**src/rtl/lbk_pkg.sv**
```systemverilog
package lbk_pkg;

    // Routing state derived from the control register
    typedef enum logic [1:0] {
        MODE_NORMAL = 2'd0,
        MODE_FRAMER = 2'd1,
        MODE_REMOTE = 2'd2
    } lbk_mode_e;

    // One dual-rail bipolar symbol
    typedef struct packed {
        logic pos;
        logic neg;
    } rail_t;

    localparam rail_t RAIL_IDLE = '{pos: 1'b0, neg: 1'b0};

endpackage

```
**src/rtl/lbk_ctrl_reg.sv**
```systemverilog
module lbk_ctrl_reg #(
    parameter int unsigned ADDR_W    = 8,
    parameter int unsigned DATA_W    = 8,
    parameter int unsigned CTRL_W    = 5,
    parameter logic [ADDR_W-1:0] CTRL_ADDR = 8'h4A
) (
    input  logic              clk,
    input  logic              rst_n,
    input  logic              we,
    input  logic [ADDR_W-1:0] addr,
    input  logic [DATA_W-1:0] wdata,
    output logic [DATA_W-1:0] rdata,
    output logic [CTRL_W-1:0] ctrl
);
    localparam int unsigned PAD_W = DATA_W - CTRL_W;

    typedef struct packed {
        logic [CTRL_W-1:0] bits;
    } reg_state_t;

    reg_state_t state_d, state_q;
    logic       hit;

    always_comb begin
        hit     = (addr == CTRL_ADDR);
        state_d = state_q;
        if (we && hit) begin
            state_d.bits = wdata[CTRL_W-1:0];
        end
        rdata = hit ? {{PAD_W{1'b0}}, state_q.bits} : '0;
    end

    always_ff @(posedge clk or negedge rst_n) begin
        if (!rst_n) begin
            state_q <= '0;
        end else begin
            state_q <= state_d;
        end
    end

    assign ctrl = state_q.bits;

endmodule

```
**src/rtl/lbk_mode_dec.sv**
```systemverilog
module lbk_mode_dec
    import lbk_pkg::*;
#(
    parameter int unsigned CTRL_W  = 5,
    parameter int unsigned FLB_BIT = 0,
    parameter int unsigned RLB_BIT = 2
) (
    input  logic [CTRL_W-1:0] ctrl,
    input  logic              t1_mode,
    output lbk_mode_e         mode,
    output logic              ais_en
);
    always_comb begin
        if (ctrl[RLB_BIT]) begin
            mode = MODE_REMOTE;
        end else if (ctrl[FLB_BIT]) begin
            mode = MODE_FRAMER;
        end else begin
            mode = MODE_NORMAL;
        end
        ais_en = (mode == MODE_FRAMER) && t1_mode;
    end
endmodule

```
**src/rtl/lbk_rx_path.sv**
```systemverilog
module lbk_rx_path
    import lbk_pkg::*;
(
    input  logic      clk,
    input  logic      rst_n,
    input  lbk_mode_e mode,
    input  logic      rx_bit_en,
    input  logic      tx_bit_en,
    input  rail_t     line_rx,
    input  rail_t     fmt_tx,
    output rail_t     frm_rx,
    output logic      frm_rx_en
);
    typedef struct packed {
        rail_t data;
        logic  strobe;
    } rx_state_t;

    rx_state_t state_d, state_q;
    logic      sel_tx;
    logic      take;
    rail_t     src;

    always_comb begin
        sel_tx  = (mode == MODE_FRAMER);
        take    = sel_tx ? tx_bit_en : rx_bit_en;
        src     = sel_tx ? fmt_tx : line_rx;
        state_d = state_q;
        state_d.strobe = take;
        if (take) begin
            state_d.data = src;
        end
    end

    always_ff @(posedge clk or negedge rst_n) begin
        if (!rst_n) begin
            state_q <= '0;
        end else begin
            state_q <= state_d;
        end
    end

    assign frm_rx    = state_q.data;
    assign frm_rx_en = state_q.strobe;
endmodule

```
**src/rtl/lbk_tx_path.sv**
```systemverilog
module lbk_tx_path
    import lbk_pkg::*;
(
    input  logic      clk,
    input  logic      rst_n,
    input  lbk_mode_e mode,
    input  logic      ais_en,
    input  logic      rx_bit_en,
    input  logic      tx_bit_en,
    input  rail_t     line_rx,
    input  rail_t     fmt_tx,
    output rail_t     line_tx,
    output logic      line_tx_en
);
    typedef struct packed {
        rail_t data;
        logic  strobe;
        logic  phase;   // 0: next mark on positive rail
    } tx_state_t;

    tx_state_t state_d, state_q;
    logic      take;
    rail_t     src;
    rail_t     mark;

    always_comb begin
        mark.pos = ~state_q.phase;
        mark.neg =  state_q.phase;
        if (mode == MODE_REMOTE) begin
            take = rx_bit_en;
            src  = line_rx;
        end else if (ais_en) begin
            take = tx_bit_en;
            src  = mark;
        end else begin
            take = tx_bit_en;
            src  = fmt_tx;
        end

        state_d        = state_q;
        state_d.strobe = take;
        if (take) begin
            state_d.data = src;
        end
        if (!ais_en || mode == MODE_REMOTE) begin
            state_d.phase = 1'b0;
        end else if (tx_bit_en) begin
            state_d.phase = ~state_q.phase;
        end
    end

    always_ff @(posedge clk or negedge rst_n) begin
        if (!rst_n) begin
            state_q <= '0;
        end else begin
            state_q <= state_d;
        end
    end

    assign line_tx    = state_q.data;
    assign line_tx_en = state_q.strobe;
endmodule

```
**src/rtl/lbk_route_top.sv**
```systemverilog
module lbk_route_top
    import lbk_pkg::*;
#(
    parameter int unsigned ADDR_W    = 8,
    parameter int unsigned DATA_W    = 8,
    parameter int unsigned CTRL_W    = 5,
    parameter logic [ADDR_W-1:0] CTRL_ADDR = 8'h4A,
    parameter int unsigned FLB_BIT   = 0,
    parameter int unsigned RLB_BIT   = 2
) (
    input  logic              clk,
    input  logic              rst_n,
    input  logic              reg_we,
    input  logic [ADDR_W-1:0] reg_addr,
    input  logic [DATA_W-1:0] reg_wdata,
    output logic [DATA_W-1:0] reg_rdata,
    input  logic              t1_mode,
    input  logic              rx_bit_en,
    input  logic              tx_bit_en,
    input  logic              line_rx_pos,
    input  logic              line_rx_neg,
    input  logic              fmt_tx_pos,
    input  logic              fmt_tx_neg,
    output logic              line_tx_pos,
    output logic              line_tx_neg,
    output logic              line_tx_en,
    output logic              frm_rx_pos,
    output logic              frm_rx_neg,
    output logic              frm_rx_en
);
    logic [CTRL_W-1:0] ctrl_q;
    lbk_mode_e         mode;
    logic              ais_en;
    rail_t             line_rx, fmt_tx, line_tx, frm_rx;

    assign line_rx = '{pos: line_rx_pos, neg: line_rx_neg};
    assign fmt_tx  = '{pos: fmt_tx_pos,  neg: fmt_tx_neg};

    lbk_ctrl_reg #(
        .ADDR_W(ADDR_W), .DATA_W(DATA_W), .CTRL_W(CTRL_W), .CTRL_ADDR(CTRL_ADDR)
    ) u_reg (
        .clk(clk), .rst_n(rst_n), .we(reg_we), .addr(reg_addr),
        .wdata(reg_wdata), .rdata(reg_rdata), .ctrl(ctrl_q)
    );

    lbk_mode_dec #(
        .CTRL_W(CTRL_W), .FLB_BIT(FLB_BIT), .RLB_BIT(RLB_BIT)
    ) u_dec (
        .ctrl(ctrl_q), .t1_mode(t1_mode), .mode(mode), .ais_en(ais_en)
    );

    lbk_rx_path u_rx (
        .clk(clk), .rst_n(rst_n), .mode(mode),
        .rx_bit_en(rx_bit_en), .tx_bit_en(tx_bit_en),
        .line_rx(line_rx), .fmt_tx(fmt_tx),
        .frm_rx(frm_rx), .frm_rx_en(frm_rx_en)
    );

    lbk_tx_path u_tx (
        .clk(clk), .rst_n(rst_n), .mode(mode), .ais_en(ais_en),
        .rx_bit_en(rx_bit_en), .tx_bit_en(tx_bit_en),
        .line_rx(line_rx), .fmt_tx(fmt_tx),
        .line_tx(line_tx), .line_tx_en(line_tx_en)
    );

    assign line_tx_pos = line_tx.pos;
    assign line_tx_neg = line_tx.neg;
    assign frm_rx_pos  = frm_rx.pos;
    assign frm_rx_neg  = frm_rx.neg;

endmodule

```
**config.mk**
```make
export PLATFORM = sky130hd
export DESIGN_NAME = lbk_route_top
export DESIGN_NICKNAME = d
export VERILOG_FILES = /design/src/rtl/lbk_pkg.sv /design/src/rtl/lbk_ctrl_reg.sv /design/src/rtl/lbk_mode_dec.sv /design/src/rtl/lbk_rx_path.sv /design/src/rtl/lbk_tx_path.sv /design/src/rtl/lbk_route_top.sv
export SDC_FILE = /design/constraint.sdc
export NUM_CORES = 1
export LEC_CHECK = 0
export BUFFER_PORTS_ARGS = -buffer_cell sky130_fd_sc_hd__buf_2
export CORE_AREA = 2 2 44 46
export CTS_CLUSTER_SIZE = 12
export DETAILED_ROUTE_END_ITERATION = 16
export DIE_AREA = 0 0 46 48
export GPL_TIMING_DRIVEN = 0
export HOLD_SLACK_MARGIN = 0.12
export PLACE_DENSITY = 0.84
export REMOVE_ABC_BUFFERS = 1
export SYNTH_ARGS = -nofsm -noshare
export SYNTH_HDL_FRONTEND = slang
export SYNTH_HIERARCHICAL = 1
export SYNTH_SLANG_ARGS = --single-unit
```
**constraint.sdc**
```tcl
create_clock -name clk -period 1.65 [get_ports clk]
set_input_delay 0.33 -clock clk [delete_from_list [all_inputs] [get_ports clk]]
set_output_delay 0.33 -clock clk [all_outputs]
set_load 0.02 [all_outputs]
```
==> out/qor.yml <==
run_status: "complete, no violations"
drtPass1Iterations: 4
drc: 0
setup_viol_count_final: 0
n_antenna_cell: 0
cts_tree: "built"
syn-cell-area_sq_um: 673.1
critPathCaptureType: "primary output"
fin_crit_ns: 1.571
syn_inst: 55
arrival_ns: 1.24
dieArea_sq_mm: 0.002208
combPwrFrac_pct: 19.6
syn_avg_cell_area_sq_um: 12.24
cellPowerDensity_mw_per_mm2: 696.4
final_cells: 107
grt.total_usage_pct: 13.44
die-width_um: 46
use_met3_pct: 3.396
wire_per_inst_um: 11.90
ys_ff_latch: 12
swShare_pct: 25.56
critPathLaunchType: "input port"
gr-usage-met2_pct: 21.94
routed_wl_um: 1273
area_growth_pct: 30.30
grt_overflow_total: 0
coreArea_sq_mm: 0.001689
grt_pass1_vias: 488
dp_cells: 103
intPower_mw: 0.4547
met1_usage_pct: 15.74
grt_max_degree: 13
synth_warnings: 6
peakVddDrop_uv: 538.1
final_common_cell: "buf_2"
ys_seq_area_share_pct: 44.61
fp-row-count: 15
required_ns: 1.32
period_share_pct: 95.21
drt_iter0_markers: 8
path_class: "input port to primary output"
place_hpwl_um: 1053
final_cell_mix: "33 x buf_2, 12 x dfrtp_1, 6 x and2_1"
drive_gt1_share_pct: 57.78
tns_ns: 0
power_leakage_nw: 0.4562
antenna_found_initial: 0
hold_viol_final: 0
clock_skew_ns: 0.0001662
top_usage_layer: "met2"
initial_core_util_pct: 39.85
slew_violations: 0
numPortBuffers: 33
cts-htree-levels: 1
boundaryPins: 40
grt_pass1_wl_um: 2007
globalplace.congestion: 0.7910
vias_per_cell: 4.935
drtAntennaViolNets: 0
power.switching_mw: 0.1561
clock_latency_ns: 0.26
p_seq_share_pct: 52.7
rsz0062_at_grt: "false"
vias: 528
clockRootBuffer: "clkbuf_4"
fmax_ghz: 0.6365
finalNetCount: 118
post_cts.repair.setup_buffers: 0
die_h_um: 48
path_clk_slew_ns: 0.07
cts_buffer_depth: 2
cts_sinks: 12
p_clk_share_pct: 27.7
crit_path_max_fanout: 5
hold_class: "input port to flip-flop"
yosysUniqueCellTypes: 23
cts_buffers: 3
power_mw: 0.6108
drv_cap: 0
-- power by group through the flow --
stage | sequential, mW | combinational, mW | clock [mW]
2_1_floorplan | 0.341 | 0.0504 | 0
3_3_place_gp | 0.326 | 0.116 | 0
3_5_place_dp | 0.327 | 0.118 | 0
4_1_cts | 0.322 | 0.121 | 0.177
5_1_grt | 0.325 | 0.132 | 0.195
6_report | 0.322 | 0.120 | 0.169
-- worst max-delay path, cell delays in order --
cell	delay, ns
buf_2	0.09
and4bb_2	0.32
and3_2	0.21
and2_1	0.13
buf_2	0.16
-- stage by stage --
stage,area [sq um],util (%),worst slack [ns],hold WS (ns)
5_1_grt,877.1,51.93,0.02358,0.2849
2_1_floorplan,650.6,-,0.1045,0.03441
6_report,877.1,51.93,0.07897,0.2981
3_5_place_dp,837.1,49.56,0.01128,0.2221
3_3_place_gp,837.1,49.56,0.01335,0.2167
4_1_cts,872.1,51.63,0.06536,0.2906
-- sequential cells by signal, indices dropped and copies added (netlist names) --
name             cells
u_rx/frm_rx_en       1
u_reg/ctrl           5
u_tx/line_tx_en      1
u_tx/line_tx         2
u_rx/frm_rx          2
u_tx/mark            1
-- routing by layer --
layer | share of wire, % | up-vias
met3 | 10 | 0
met2 | 46 | 30
met4 | 0 | 0
met5 | 0 | -
li1 | - | 264
met1 | 44 | 234
-- path summary, 6_finish.rpt --
check	endpoint	startpoint	depth (start not counted)	slack (ns)
worst max-delay path	reg_rdata[4]	reg_addr[2]	5	0.08
worst min-delay path	u_reg/ctrl[2]	reg_wdata[2]	2	0.30
worst max register to register	u_rx/frm_rx[1]	u_reg/ctrl[2]	4	0.12
worst min register to register	u_reg/ctrl[3]	u_reg/ctrl[3]	1	0.49
max in group asynchronous	u_rx/frm_rx[0]	rst_n	2	0.97
min in group asynchronous	u_tx/line_tx[0]	rst_n	2	0.48
-- cell type report --
type	count	area (sq um)
Inverter	1	3.754
Timing Repair Buffer	34	175.2
Tap cell	17	21.27
Multi-Input combinational cell	40	354.1
Fill cell	164	812.0
Sequential cell	12	300.3
Clock buffer	3	22.52
-- Yosys cell counts --
master / n / share of area, %
and2_1: 6 / 5.6
and3_1: 1 / 0.93
and3_2: 1 / 1.1
and3b_1: 1 / 1.3
and4bb_2: 1 / 1.9
buf_4: 4 / 4.5
conb_1: 1 / 0.56
dfrtp_1: 12 / 45
inv_1: 1 / 0.56
mux2_2: 5 / 8.4
mux2_4: 2 / 4.5
mux2i_1: 1 / 1.5
nand2_1: 2 / 1.1
nand3_1: 1 / 0.74
nand4_4: 1 / 3.2
nor2_1: 2 / 1.1
nor2b_1: 2 / 1.9
nor2b_4: 2 / 4.1
o211ai_1: 1 / 1.1
o221a_1: 4 / 6.7
or2b_2: 1 / 1.3
or3_2: 2 / 2.2
xor2_1: 1 / 1.3
-- logic make-up (layout without fill, tap and decap cells) --
group                  after synthesis  count (layout)  synth area share (%)
XOR/XNOR                             1               1                 1.301
AO/OA/AOI/OAI                        5               5                 7.807
flip-flops                          12              12                 44.61
buffers and inverters                5              38                 5.018
other                                1               3                0.5571
AND/OR/NAND/NOR                     23              23                 26.40
multiplexers                         8               8                 14.31
-- what timing repair did --
action	in CTS	in global routing
hold buffers	1	0
endpoints found under the hold margin	12	0
endpoints found under the setup margin	2	2
pin swaps	0	0
gates resized for setup	1	1
Power figures use the tool's default switching activity.
